`src/rtl/e1tx_pkg.sv`:
```
package e1tx_pkg;

    localparam int BITS_PER_SLOT   = 8;
    localparam int SLOTS_PER_FRAME = 32;
    localparam int FRAMES_PER_MF   = 16;
    localparam int SIG_SLOT        = 16;

    localparam int BIT_W  = $clog2(BITS_PER_SLOT);
    localparam int SLOT_W = $clog2(SLOTS_PER_FRAME);
    localparam int FRM_W  = $clog2(FRAMES_PER_MF);

    // Alignment word in bits [6:0], bit 2 of the timeslot at index 6; bit 7 is padding.
    localparam logic [7:0] FAS_WORD = 8'b0001_1011;

    typedef struct packed {
        logic [FRM_W-1:0]  frm;
        logic [SLOT_W-1:0] slot;
        logic [BIT_W-1:0]  bitn;   // 0 = first transmitted bit (bit 1)
    } e1_pos_t;

    typedef enum logic [2:0] {
        SRC_PAY, SRC_OVH, SRC_SIG, SRC_XTRA, SRC_FAS, SRC_ONE, SRC_ZERO
    } src_e;

    function automatic logic [FRM_W-1:0] frame_after(input logic [FRM_W-1:0] f);
        return (f == FRM_W'(FRAMES_PER_MF - 1)) ? '0 : f + 1'b1;
    endfunction

    // Decide which input or constant fills the given bit position.
    function automatic src_e pick_src(input e1_pos_t p, input logic cas);
        src_e s;
        s = SRC_PAY;
        if (p.slot == '0) begin
            if (p.bitn == '0)                    s = SRC_OVH;
            else if (!p.frm[0])                  s = SRC_FAS;
            else if (p.bitn == BIT_W'(1))        s = SRC_ONE;
            else if (p.bitn == BIT_W'(2))        s = SRC_PAY;
            else                                 s = SRC_OVH;
        end else if (p.slot == SLOT_W'(SIG_SLOT) && cas) begin
            if (p.frm == '0) begin
                if (p.bitn < BIT_W'(4))          s = SRC_ZERO;
                else if (p.bitn == BIT_W'(5))    s = SRC_SIG;
                else                             s = SRC_XTRA;
            end else begin
                s = SRC_SIG;
            end
        end
        return s;
    endfunction

endpackage

```
`src/rtl/e1tx_pos_ctr.sv`:
```
module e1tx_pos_ctr
    import e1tx_pkg::*;
(
    input  logic    clk,
    input  logic    rst,
    input  logic    fs_in,
    input  logic    mf_in,
    output e1_pos_t pos
);

    logic    fs_q;
    logic    mf_q;
    e1_pos_t nxt;

    always_comb begin
        nxt = pos;
        if (mf_in && !mf_q) begin
            nxt = '0;
        end else if (fs_in && !fs_q) begin
            nxt.frm  = frame_after(pos.frm);
            nxt.slot = '0;
            nxt.bitn = '0;
        end else if (pos.bitn != BIT_W'(BITS_PER_SLOT - 1)) begin
            nxt.bitn = pos.bitn + 1'b1;
        end else begin
            nxt.bitn = '0;
            if (pos.slot != SLOT_W'(SLOTS_PER_FRAME - 1)) begin
                nxt.slot = pos.slot + 1'b1;
            end else begin
                nxt.slot = '0;
                nxt.frm  = frame_after(pos.frm);
            end
        end
    end

    always_ff @(posedge clk) begin
        if (rst) begin
            pos  <= '0;
            fs_q <= 1'b0;
            mf_q <= 1'b0;
        end else begin
            pos  <= nxt;
            fs_q <= fs_in;
            mf_q <= mf_in;
        end
    end

endmodule

```
`src/rtl/e1tx_bit_mux.sv`:
```
module e1tx_bit_mux
    import e1tx_pkg::*;
(
    input  logic    clk,
    input  logic    rst,
    input  e1_pos_t pos,
    input  logic    cas_en,
    input  logic    pay_in,
    input  logic    ovh_in,
    input  logic    sig_in,
    input  logic    xtra_in,
    output logic    tx_data
);

    src_e sel;
    logic bit_nxt;

    always_comb begin
        sel = pick_src(pos, cas_en);
        unique case (sel)
            SRC_PAY:  bit_nxt = pay_in;
            SRC_OVH:  bit_nxt = ovh_in;
            SRC_SIG:  bit_nxt = sig_in;
            SRC_XTRA: bit_nxt = xtra_in;
            SRC_FAS:  bit_nxt = FAS_WORD[3'd7 - pos.bitn];
            SRC_ONE:  bit_nxt = 1'b1;
            default:  bit_nxt = 1'b0;
        endcase
    end

    always_ff @(posedge clk) begin
        if (rst) tx_data <= 1'b0;
        else     tx_data <= bit_nxt;
    end

endmodule

```
`src/rtl/e1tx_strobes.sv`:
```
module e1tx_strobes
    import e1tx_pkg::*;
(
    input  e1_pos_t pos,
    output logic    ts_clk,
    output logic    align_frm,
    output logic    sig_slot,
    output logic    crc_mf_sync,
    output logic    mf_bound
);

    always_comb begin
        ts_clk      = pos.bitn < BIT_W'(BITS_PER_SLOT / 2);
        align_frm   = ~pos.frm[0];
        sig_slot    = pos.slot == SLOT_W'(SIG_SLOT);
        crc_mf_sync = pos.frm < FRM_W'(FRAMES_PER_MF / 2);
        mf_bound    = pos.frm == '0;
    end

endmodule

```
`src/rtl/e1tx_timing.sv`:
```
module e1tx_timing
    import e1tx_pkg::*;
(
    input  logic clk,
    input  logic rst,
    input  logic pay_in,
    input  logic fsync_in,
    input  logic mfsync_in,
    input  logic ovh_in,
    input  logic sig_in,
    input  logic xtra_in,
    input  logic cas_en,
    output logic tx_data,
    output logic ts_clk,
    output logic align_frm,
    output logic sig_slot,
    output logic crc_mf_sync,
    output logic mf_bound
);

    e1_pos_t pos_w;

    e1tx_pos_ctr ctr_i (
        .clk   (clk),
        .rst   (rst),
        .fs_in (fsync_in),
        .mf_in (mfsync_in),
        .pos   (pos_w)
    );

    e1tx_bit_mux mux_i (
        .clk     (clk),
        .rst     (rst),
        .pos     (pos_w),
        .cas_en  (cas_en),
        .pay_in  (pay_in),
        .ovh_in  (ovh_in),
        .sig_in  (sig_in),
        .xtra_in (xtra_in),
        .tx_data (tx_data)
    );

    e1tx_strobes stb_i (
        .pos         (pos_w),
        .ts_clk      (ts_clk),
        .align_frm   (align_frm),
        .sig_slot    (sig_slot),
        .crc_mf_sync (crc_mf_sync),
        .mf_bound    (mf_bound)
    );

endmodule

```
`config.mk`:
```
export PLATFORM = sky130hd
export DESIGN_NAME = e1tx_timing
export DESIGN_NICKNAME = d
export VERILOG_FILES = /design/src/rtl/e1tx_pkg.sv /design/src/rtl/e1tx_pos_ctr.sv /design/src/rtl/e1tx_bit_mux.sv /design/src/rtl/e1tx_strobes.sv /design/src/rtl/e1tx_timing.sv
export SDC_FILE = /design/constraint.sdc
export NUM_CORES = 1
export LEC_CHECK = 0
export BUFFER_PORTS_ARGS = -buffer_cell sky130_fd_sc_hd__buf_2
export CAP_MARGIN = 20
export CORE_AREA = 2 2 43 45
export CTS_BUF_LIST = sky130_fd_sc_hd__clkbuf_4
export DETAILED_ROUTE_END_ITERATION = 10
export DIE_AREA = 0 0 45 47
export HOLD_SLACK_MARGIN = 0.05
export PLACE_DENSITY = 0.73
export SLEW_MARGIN = 15
export SYNTH_ARGS = -nofsm -noshare
export SYNTH_HDL_FRONTEND = slang
export SYNTH_HIERARCHICAL = 1
export SYNTH_SLANG_ARGS = --single-unit
```
`constraint.sdc`:
```
create_clock -name clk -period 2.6 [get_ports clk]
set_clock_uncertainty 0.15 [all_clocks]
set_input_delay 0.26 -clock clk [delete_from_list [all_inputs] [get_ports clk]]
set_output_delay 0.26 -clock clk [all_outputs]
set_load 0.01 [all_outputs]
```
Word level (Yosys, flattened, before mapping)
Memory sizes are Yosys's and may differ from the RTL's.
Cells that the tools add are included.
Word-level totals
  latch bits: 0
  RAM bits: 0
  output and inout port bits: 6
  memory bits (read-only): 8
  register bits after elaboration: 15
  logic and storage cells: 60
  input bits: 9
  memories: 1
Cells by class
  equal/unequal tests: 14
  shifts and indexed selects: 0
  bitwise logic cells: 2
  add/subtract/negate cells: 4
  $mul: 0
  reduce and logical (&&, ||, !) cells: 13
  $lt $le $gt $ge: 3
  div/mod/pow operators: 0
  muxes and demuxes: 17
Memory list
  (no name shown): words 8, width 1, read ports 1, clocked after memory_dff 0, write ports 0, RTL line e1tx_bit_mux.sv:25  | SRC_FAS: bit_nxt = FAS_WORD[3'd7 - pos.bitn];
Operator list (number)
  3-bit 2-to-1 mux: 8
  12-bit 2-to-1 mux: 1
  3-bit by 2-bit equality test with 1-bit output, second input constant: 3
  3-bit equality test, second input constant: 3
  9-bit 2-to-1 mux: 1
  4-bit 2-to-1 mux: 2
  3-bit by 1-bit equality test with 1-bit output, second input constant: 2
  3-bit zero test: 2
  1-bit one-hot mux with 6 select lines: 1
  5-bit by 1-bit adder with 5-bit output, second input constant: 1
  5-bit equality test, second input constant: 1
  5-bit zero test: 1
  5-bit 2-to-1 mux: 1
  5-bit != test, second input constant: 1
  4-bit by 1-bit adder with 4-bit output, second input constant: 1
  4-bit equality test, second input constant: 1
  4-bit zero test: 1
  3-bit by 4-bit less-than comparator with 1-bit output, second input constant: 1
  4-bit less-than comparator, second input constant: 1
  2-bit by 1-bit != test with 1-bit output, second input constant: 2
  4-bit OR reduction: 1
  3-bit by 1-bit adder with 3-bit output, second input constant: 1
  1-bit logical AND: 3
  3-bit less-than comparator, second input constant: 1
  8 further kinds: 12

Longest topological paths before layout
Gate-level depths: netlist of the first run.
  depth after elaboration: 8
  depth in mapped cells: 7

By module
Netlist of the first run, hierarchy kept.
By module, submodules not included
  e1tx_pos_ctr: times used 1, cells an instance 63, area an instance 624.3 um^2
  e1tx_bit_mux: times used 1, cells an instance 29, area an instance 203.9 um^2
  e1tx_strobes: times used 1, cells an instance 6, area an instance 42.5 um^2

Least setup slack after synthesis of the first run
Ideal clock, no wire load.
  kind: reg-to-reg
  from: reg, netlist name ctr_i/pos[4]
  to: reg mux_i.tx_data
  path buffers: 0
  slack: 619 ps
  arrival time: 1701 ps
  cell stages (with the launch flop): 6
  library setup time: 130 ps
  path through: dfxtp_1 or4_4 a211o_1 mux2_4 a311oi_2 a211oi_1
On the way
  word-level cells in the longest chain between the ends: 6
RTL lines
  5-bit equality test: RTL line e1tx_pkg.sv:39  | end else if (p.slot == SLOT_W'(SIG_SLOT) && cas) begin
  1-bit logical AND: RTL line e1tx_pkg.sv:39
  3-bit 2-to-1 mux: RTL line e1tx_pkg.sv:39
  3-bit 2-to-1 mux (*): RTL line e1tx_pkg.sv:33  | if (p.slot == '0) begin
  3-bit equality test (tied with other cells): RTL line e1tx_bit_mux.sv:20  | unique case (sel)
  1-bit one-hot mux with 6 select lines (*): RTL line e1tx_bit_mux.sv:20
  end signal, assigned: RTL line e1tx_bit_mux.sv:33  | else tx_data <= bit_nxt;
  end, declared: RTL line e1tx_bit_mux.sv:12  | output logic tx_data
Mark *: on every way between the ends. The rest lies on a longest branch, timed or not.
A chain may end at the register's enable or synchronous reset.

Worst setup path after layout of the first run
  from: reg, netlist name ctr_i/pos[4]
  to: reg mux_i.tx_data
On the way
  word-level cells in the longest chain between the ends: 6
RTL lines (RTL line)
  5-bit equality test: e1tx_pkg.sv:39
  1-bit logical AND: e1tx_pkg.sv:39
  3-bit 2-to-1 mux: e1tx_pkg.sv:39
  3-bit 2-to-1 mux (*): e1tx_pkg.sv:33
  3-bit equality test (tied with other cells): e1tx_bit_mux.sv:20
  1-bit one-hot mux with 6 select lines (*): e1tx_bit_mux.sv:20
Marked as above.

==> results.cfg, run 1 <==
[synth]
ys_warn_count = 6
syn-cell-area_sq_um = 870.8
seq_area_frac_synth = 0.3448
avgSynthCellArea_sq_um = 8.886
ys_ff_latch = 15
synth_cell_types = 36
synth_fp_nets = 112
syn_inst = 98

[placed_design]
place_congestion = 0.8454
io_buffers = 14
pre_cts_ws_ns = 0.5449
hpwl_mm = 1.211

[setup_path]
worstSetupStartpoint = ctr_i/pos[4]
reg2regPathDepth = 5
r2r_start = ctr_i/pos[4]
crit_required_ns = 2.61
path_class = reg2reg
cp-end-kind = flip-flop
setup.worst_path.start_class = flip-flop
critPathArrivalTime_ns = 2.09
r2r-end = mux_i/tx_data
endpoint = mux_i/tx_data
rrSetupSlack_ns = 0.52
critPathMaxFanout = 6

[cts]
clk_latency_ns = 0.27
cts_root_buffer = clkbuf_4
clockBufferDepth = 2
ctsResizeCount = 0
clk_pin_slew_ns = 0.09
cts_tree = yes
numCtsBuffers = 3
ctsHtreeMaxLevel = 1
cts_sinks = 15

[detailed_routing]
post_drt_wl_per_cell_microns = 12.35
dr_total_vias = 763
via_per_inst = 5.737
antenna_left = 0
drtPass1Iterations = 4
wirelength_mm = 1.643
drt_iter0_markers = 12
drc = 0

[power_and_ir_drop]
power.leakage_uw = 0.0004151
ir_drop_uv = 220.1
clkPwrFrac = 0.327
p_int_uw = 331.6
combPwrFrac = 0.114
p_sw_frac = 0.2330
power_density_nw_per_um2 = 431.4
p_seq_frac = 0.559
p_switching_uw = 100.7

[sta]
rsz0062_at_grt = false
setup_slack_ns = 0.5218
setup-tns-final_ns = 0
fin_crit_ns = 2.078
hold_viol_final = 0
post-route-period-util = 0.7993
setup_violations = 0
relSlewSlack = 0.7045
worst_pin_slew_ns = 0.4433
drv_slew = 0
max_freq_ghz = 0.4812

[floorplanning]
die_h_microns = 47
dieWidth_microns = 45
ios = 15
initial_core_util = 0.5273
die_area_sq_um = 2115
row_count = 15
core_area_sq_um = 1652

[grt]
antenna_found_initial = 0
grt_pass1_wl_mm = 2.732
grt-ovfl-total = 0
grt_usage = 0.1756
grt_max_degree = 13
grt_pass1_vias = 663

[layout]
num_antenna_cells = 0
syn2layout_area_growth_pct = 15.09
seq_area_sq_um = 300.3
drive_above_1_share = 0.2414
fillCellCount = 145
multi_input_area_sq_um = 541.8
nets = 131

[worst_hold_path]
hp-class = in2reg

[flow_run]
drv_cap = 0

[status]
status = complete, no violations
-- power by group through the flow --
stage	logic [uW]	clock network [uW]	registers (uW)
6_report	49.2	141	242
5_1_grt	55.2	156	243
4_1_cts	48.6	147	242
3_5_place_dp	46.4	0	247
3_3_place_gp	45.7	0	247
2_1_floorplan	31.6	0	246
-- flip-flops by register name, indices dropped and copies added, names as in the netlist --
register,count
ctr_i/pos,12
mux_i/tx_data,1
ctr_i/fs_q,1
ctr_i/mf_q,1
-- cells by family after synthesis --
family / count (synthesis) / synth area share
buf+inv: 7 / 0.03305
xor+xnor: 1 / 0.01006
simple gates: 42 / 0.2945
compound gates: 23 / 0.1825
mux: 5 / 0.06322
flops: 15 / 0.3448
fa+ha+maj: 5 / 0.07184
-- worst min path at each step --
stage               startpoint            end  slack [ns]  cells after the start
finish               mfsync_in     ctr_i/mf_q        0.07                      2
global route         mfsync_in     ctr_i/mf_q        0.06                      2
detailed placement         rst  mux_i/tx_data        0.33                      2
floorplan                  rst     ctr_i/fs_q        0.18                      1
global placement           rst     ctr_i/mf_q        0.33                      2
CTS                   fsync_in     ctr_i/fs_q        0.06                      2
-- what timing repair did --
action,4_1_cts,5_1_grt
hold endpoints to repair,3,1
buffers inserted,0,0
hold buffers,1,1
-- synthesized netlist by cell type --
cell	instances	area, sq um
buf_2	2	10.01
o311a_1	1	10.01
or4_4	1	11.26
xor2_1	1	8.760
a22oi_1	1	7.510
nor2_1	12	45.04
a311oi_2	1	15.01
ha_1	5	62.56
nor2b_1	2	12.51
or4_1	1	7.510
nand2_1	6	22.52
a21oi_1	5	25.02
dfxtp_1	15	300.3
nor3_1	3	15.01
o21ai_2	1	8.760
nand2b_1	2	12.51
and2b_1	1	7.510
mux2i_1	4	40.04
a311o_1	1	10.01
or2_1	1	6.260
inv_1	5	18.77
nor3b_2	2	25.02
and4bb_2	1	12.51
nor4_2	2	25.02
and2_4	1	8.760
nor3b_1	1	7.510
o21ai_0	6	30.03
a211oi_1	2	15.01
or3_1	2	12.51
nor4_1	1	6.260
a32oi_1	1	8.760
and3_1	3	18.77
a31oi_1	2	12.51
mux2_4	1	15.01
a21o_1	1	7.510
a211o_1	1	8.760
-- cell type report --
cell class,instances,share of cell area
clock buffers,4,0.02996
inverters,5,0.01873
multi-input cells,76,0.5406
flip-flops and latches,15,0.2996
well taps,17,0.02122
repair buffers,16,0.08989
-- cell usage in the layout (no fill, tap or decap), types with 2 or more instances in the layout --
cell / Yosys / routed
nor3_1: 3 / 3
dlygate4sd3_1: 0 / 2
nor2b_1: 2 / 2
nor3b_2: 2 / 2
o21ai_0: 6 / 6
ha_1: 5 / 5
nor2_1: 12 / 12
clkbuf_4: 0 / 4
nor4_2: 2 / 2
dfxtp_1: 15 / 15
buf_2: 2 / 14
and3_1: 3 / 3
nand2b_1: 2 / 2
a211oi_1: 2 / 2
a31oi_1: 2 / 2
inv_1: 5 / 5
or3_1: 2 / 2
nand2_1: 6 / 6
mux2i_1: 4 / 4
a21oi_1: 5 / 5
-- critical path, stage by stage, from the launching register on --
cell and delay, ns:
dfxtp_1 0.37, or4_4 0.57, a211o_1 0.28, mux2_4 0.31, a311oi_2 0.19, a211oi_1 0.10
-- metal layers --
layer / part of all wire / up-vias / global-route usage
met3: 0.038 / 2 / 0.03462
met1: 0.48 / 352 / 0.2225
li1: - / 397 / -
met2: 0.47 / 12 / 0.3029
met4: 0.0079 / 0 / 0.05294
met5: 0 / - / 0
-- metrics by stage --
step | total power, uW | util | hold WS (ns) | cell area [sq um] | instances
after floorplan | 278.0 | - | 0.1816 | 870.8 | 98
after global placement | 292.6 | 0.5765 | 0.3326 | 952.2 | 127
after detailed placement | 293.4 | 0.5765 | 0.3294 | 952.2 | 127
after CTS | 436.8 | 0.6008 | 0.05549 | 992.2 | 132
after global routing | 454.0 | 0.6068 | 0.05646 | 1002 | 133
final | 432.3 | 0.6068 | 0.06685 | 1002 | 133
No activity file was read; power rests on OpenSTA's default activity.
==> run 2: changes to the inputs <==
- CORE_AREA: 2 2 43 45 -> 2 2 45 47
- DIE_AREA: 0 0 45 47 -> 0 0 47 49
- PLACE_DENSITY: 0.73 -> 0.7
- clock period: 2.6 -> 1.8 ns (I/O delays scaled with it)
==> run 2 against run 1 <==
  * The run now ends with negative setup slack left
  * Fmax increased by 5.0%
  * First-iteration DRC count fell by 25%
  * Critical path type unchanged
  * Largest cell class unchanged
  * Critical endpoint unchanged
  * Cell count grew 23%
  * Power up 50%
  * Non-clock buffer count increased by 20
==> results.cfg, run 2 (synthesized netlist as in run 1, its figures left out) <==
[status]
status = finished with violations
violations = negative setup slack

[grt]
grt_pass1_wl_mm = 3.160
grt-ovfl-total = 0
grt_max_degree = 11
grt_pass1_vias = 789
antenna_found_initial = 0
grt_usage = 0.1864

[power_and_ir_drop]
power.leakage_uw = 0.0005305
combPwrFrac = 0.141
p_switching_uw = 158.4
p_seq_frac = 0.529
p_int_uw = 490.1
power_density_nw_per_um2 = 536.0
ir_drop_uv = 374.1
clkPwrFrac = 0.329
p_sw_frac = 0.2443
power.total_uw = 648.5

[layout]
most-common-layout-cells = buf_4, buf_2, dfxtp_1
fillCellCount = 167
syn2layout_area_growth_pct = 38.94
final_common_cell = buf_4
instances_no_fill = 163
num_antenna_cells = 0
regMostFlops = ctr_i/pos
largest_register_ffs = 12
nets = 151
drive_above_1_share = 0.4191

[floorplanning]
row_count = 16
die_area_sq_um = 2303
initial_core_util = 0.4728
die_h_microns = 49
dieWidth_microns = 47
ios = 15
core_area_sq_um = 1842

[sta]
holdWs_ns = 0.1145
post-route-period-util = 1.100
hold_viol_final = 0
rsz0062_at_grt = true
max_freq_ghz = 0.5050
relSlewSlack = 0.7623
drv_slew = 0
setup-tns-final_ns = -0.4123
worst_pin_slew_ns = 0.3560
setup_violations = 5
fin_crit_ns = 1.980
setup_slack_ns = -0.1801

[setup_path]
critPathArrivalTime_ns = 1.99
cp-end-kind = flip-flop
setup.worst_path.start_class = flip-flop
crit_required_ns = 1.81
critPathMaxFanout = 2
path_class = reg2reg

[cts]
clk_pin_slew_ns = 0.10
cts_tree = yes
clockBufferDepth = 2
cts_root_buffer = clkbuf_4
clk_latency_ns = 0.28
numCtsBuffers = 3
ctsHtreeMaxLevel = 1
cts_sinks = 15

[placed_design]
hpwl_mm = 1.439
dpl.cell_count = 155
io_buffers = 14
place_congestion = 0.9011
pre_cts_ws_ns = -0.2255

[detailed_routing]
wirelength_mm = 1.924
drt_iter0_markers = 9
drc = 0
post_drt_wl_per_cell_microns = 11.80
dr_total_vias = 842
via_per_inst = 5.166
drtPass1Iterations = 4
antenna_left = 0

[flow_run]
drv_cap = 0

[worst_hold_path]
hp-class = in2reg
[run 2: worst max-delay path, stage by stage (launching register included)]
cell      delay, ns
dfxtp_2        0.33
or4_4          0.53
a211o_1        0.27
mux2_4         0.31
a311oi_2       0.17
a211oi_1       0.11
[run 2: area by class of cell]
class,instances,area [sq um],share of cell area
Inverter,5,18.77,0.01551
Multi-Input combinational cell,76,578.1,0.4778
Sequential cell,15,302.8,0.2503
Clock buffer,4,30.03,0.02482
Timing Repair Buffer,36,246.5,0.2037
Tap cell,27,33.78,0.02792
[run 2: path summary, 6_finish.rpt]
kind / start / to / slack [ns] / depth (start not counted)
hold / removal: mfsync_in / ctr_i/pos[11] / 0.11 / 3
setup reg to reg: ctr_i/pos[4] / mux_i/tx_data / -0.18 / 5
setup / recovery: ctr_i/pos[4] / mux_i/tx_data / -0.18 / 5
hold reg to reg: ctr_i/pos[0] / ctr_i/pos[0] / 0.40 / 2
[run 2: through the flow]
stage | utilization | instance area (sq um)
final | 0.6569 | 1210
after global routing | 0.6569 | 1210
after CTS | 0.6427 | 1184
after detailed placement | 0.5992 | 1104
after global placement | 0.5992 | 1104
after floorplan | - | 874.6
[run 2: what timing repair did]
action	CTS	global route
hold buffers	3	0
buffers inserted	0	1
endpoints found under the hold margin	3	0
pin swaps	2	1
cloned	0	0
setup endpoints to repair	5	7
gates resized for setup	6	5
[run 2: power by group through the flow]
stage,registers (uW),logic (uW),clock network (uW)
after floorplan,356,45.7,0
after global placement,351,81.1,0
after detailed placement,351,83.6,0
after CTS,344,91.3,221
after global routing,344,102,235
final,343,91.8,213
[run 2: routing by layer]
metal  up-vias  global-route usage  part of all wire
li1        438                   -                 -
met1       392              0.2248              0.46
met2        12              0.3059              0.51
met3         0             0.05556             0.030
met4         0             0.06019                 0
met5         -                   0                 0
==> run 3: changes to the inputs <==
- BUFFER_PORTS_ARGS: -buffer_cell sky130_fd_sc_hd__buf_2 -> default
- CORE_AREA: 2 2 45 47 -> 2 2 40 42
- DIE_AREA: 0 0 47 49 -> 0 0 42 44
- DONT_BUFFER_PORTS: default -> 1
- PLACE_DENSITY: 0.7 -> 0.75
- clock period: 1.8 -> 2.4 ns (I/O delays scaled with it)
==> run 3 against run 2 <==
  * Setup slack improved by 0.50 ns
  * Register-to-register slack better by 0.50 ns
  * Critical path type unchanged
  * The flow now finishes without violations
  * Critical endpoint unchanged
  * Via count down 17%
  * Sequential power down 23%
  * Utilization rose by 0.44 points
  * Cell count fell by 27%
  * Clock-buffer cell count down 1
  * Highest routed layer is now met4
  * Non-clock buffer count decreased by 33
==> results.cfg, run 3 (synthesized netlist as in run 1, its figures left out) <==
[setup_path]
crit_required_ns = 2.42
critPathArrivalTime_ns = 2.10
cp-end-kind = flip-flop
critPathMaxFanout = 6
path_class = reg2reg
rrSetupSlack_ns = 0.32
setup.worst_path.start_class = flip-flop

[sta]
relSlewSlack = 0.6944
fin_crit_ns = 2.076
worst_pin_slew_ns = 0.4584
setup_slack_ns = 0.3242
hold_viol_final = 0
drv_slew = 0
post-route-period-util = 0.8649
rsz0062_at_grt = false
setup-tns-final_ns = 0
max_freq_ghz = 0.4817
setup_violations = 0

[cts]
cts_root_buffer = clkbuf_4
ctsResizeCount = 0
ctsHtreeMaxLevel = 1
cts_hold_buf = 3
cts_tree = yes
numCtsBuffers = 3
clockBufferDepth = 2
clk_latency_ns = 0.28
cts_sinks = 15
cts_setup_buffers = 0
clk_pin_slew_ns = 0.09

[layout]
largest_register_ffs = 12
num_antenna_cells = 0
fin_area_sq_um = 938.4
multi_input_area_sq_um = 541.8
seq_area_sq_um = 300.3
regMostFlops = ctr_i/pos
most-common-layout-cells = dfxtp_1, nor2_1, o21ai_0, nand2_1
fin_util = 0.6614
drive_above_1_share = 0.1359
fillCellCount = 128
final_common_cell = dfxtp_1
nets = 118
syn2layout_area_growth_pct = 7.759

[floorplanning]
die_h_microns = 44
core_area_sq_um = 1419
ios = 15
row_count = 14
die_area_sq_um = 1848
initial_core_util = 0.6138
dieWidth_microns = 42

[grt]
grt_max_degree = 13
grt-ovfl-total = 0
antenna_found_initial = 0
grt_pass1_wl_mm = 2.594
grt_pass1_vias = 591
grt_usage = 0.1958

[worst_hold_path]
hp-class = in2reg

[detailed_routing]
drc = 0
antenna_left = 0
post_drt_wl_per_cell_microns = 13.19
via_per_inst = 5.874
drt_iter0_markers = 13
drtPass1Iterations = 5
wirelength_mm = 1.570
dr_total_vias = 699

[placed_design]
place_congestion = 0.8637
io_buffers = 0
pre_cts_ws_ns = 0.3377
hpwl_mm = 1.127
placed_area_sq_um = 880.8

[status]
status = complete, no violations

[flow_run]
drv_cap = 0

[power_and_ir_drop]
ir_drop_uv = 319.1
power.leakage_uw = 0.0003683
power_density_nw_per_um2 = 479.2
[run 3: worst paths after layout]
| check | from | end | cells after the start |
|---|---|---|---|
| setup / recovery | ctr_i/pos[4] | mux_i/tx_data | 5 |
| hold / removal | rst | ctr_i/pos[11] | 2 |
| setup reg to reg | ctr_i/pos[4] | mux_i/tx_data | 5 |
| hold reg to reg | ctr_i/pos[0] | ctr_i/pos[0] | 1 |
[run 3: critical path, stage by stage, from the launching register on]
cell and delay (ns):
dfxtp_1 0.37, or4_4 0.57, a211o_1 0.28, mux2_4 0.31, a311oi_2 0.19, a211oi_1 0.10
[run 3: report_power, final]
group | switching (uW) | total (uW) | internal, uW
logic | 20.5 | 43.0 | 22.4
registers | 7.57 | 263 | 255
clock network | 82.1 | 144 | 61.9
total | 110 | 450 | 340
[run 3: layer usage]
metal,part of all wire,GRT usage,wire [microns],vias to the layer above
met5,0,0,0,-
met4,0.0064,0.1161,10,0
met1,0.51,0.2494,808,310
met2,0.43,0.2875,682,14
met3,0.043,0.06667,68,2
li1,-,-,-,373
[run 3: area by class of cell]
class | count | area share
multi-input cells | 76 | 0.5773
inverters | 5 | 0.02000
clock inverters | 1 | 0.005333
repair buffers | 3 | 0.03200
flip-flops and latches | 15 | 0.3200
clock buffers | 3 | 0.02400
well taps | 16 | 0.02133
[run 3: per-stage QoR]
step	std cells	hold WS, ns	total power (uW)
floorplan	98	0.1616	301.2
global placement	112	0.1625	306.3
detailed placement	112	0.1647	307.2
CTS	119	0.05084	459.0
global route	119	0.06508	474.2
finish	119	0.06346	449.7
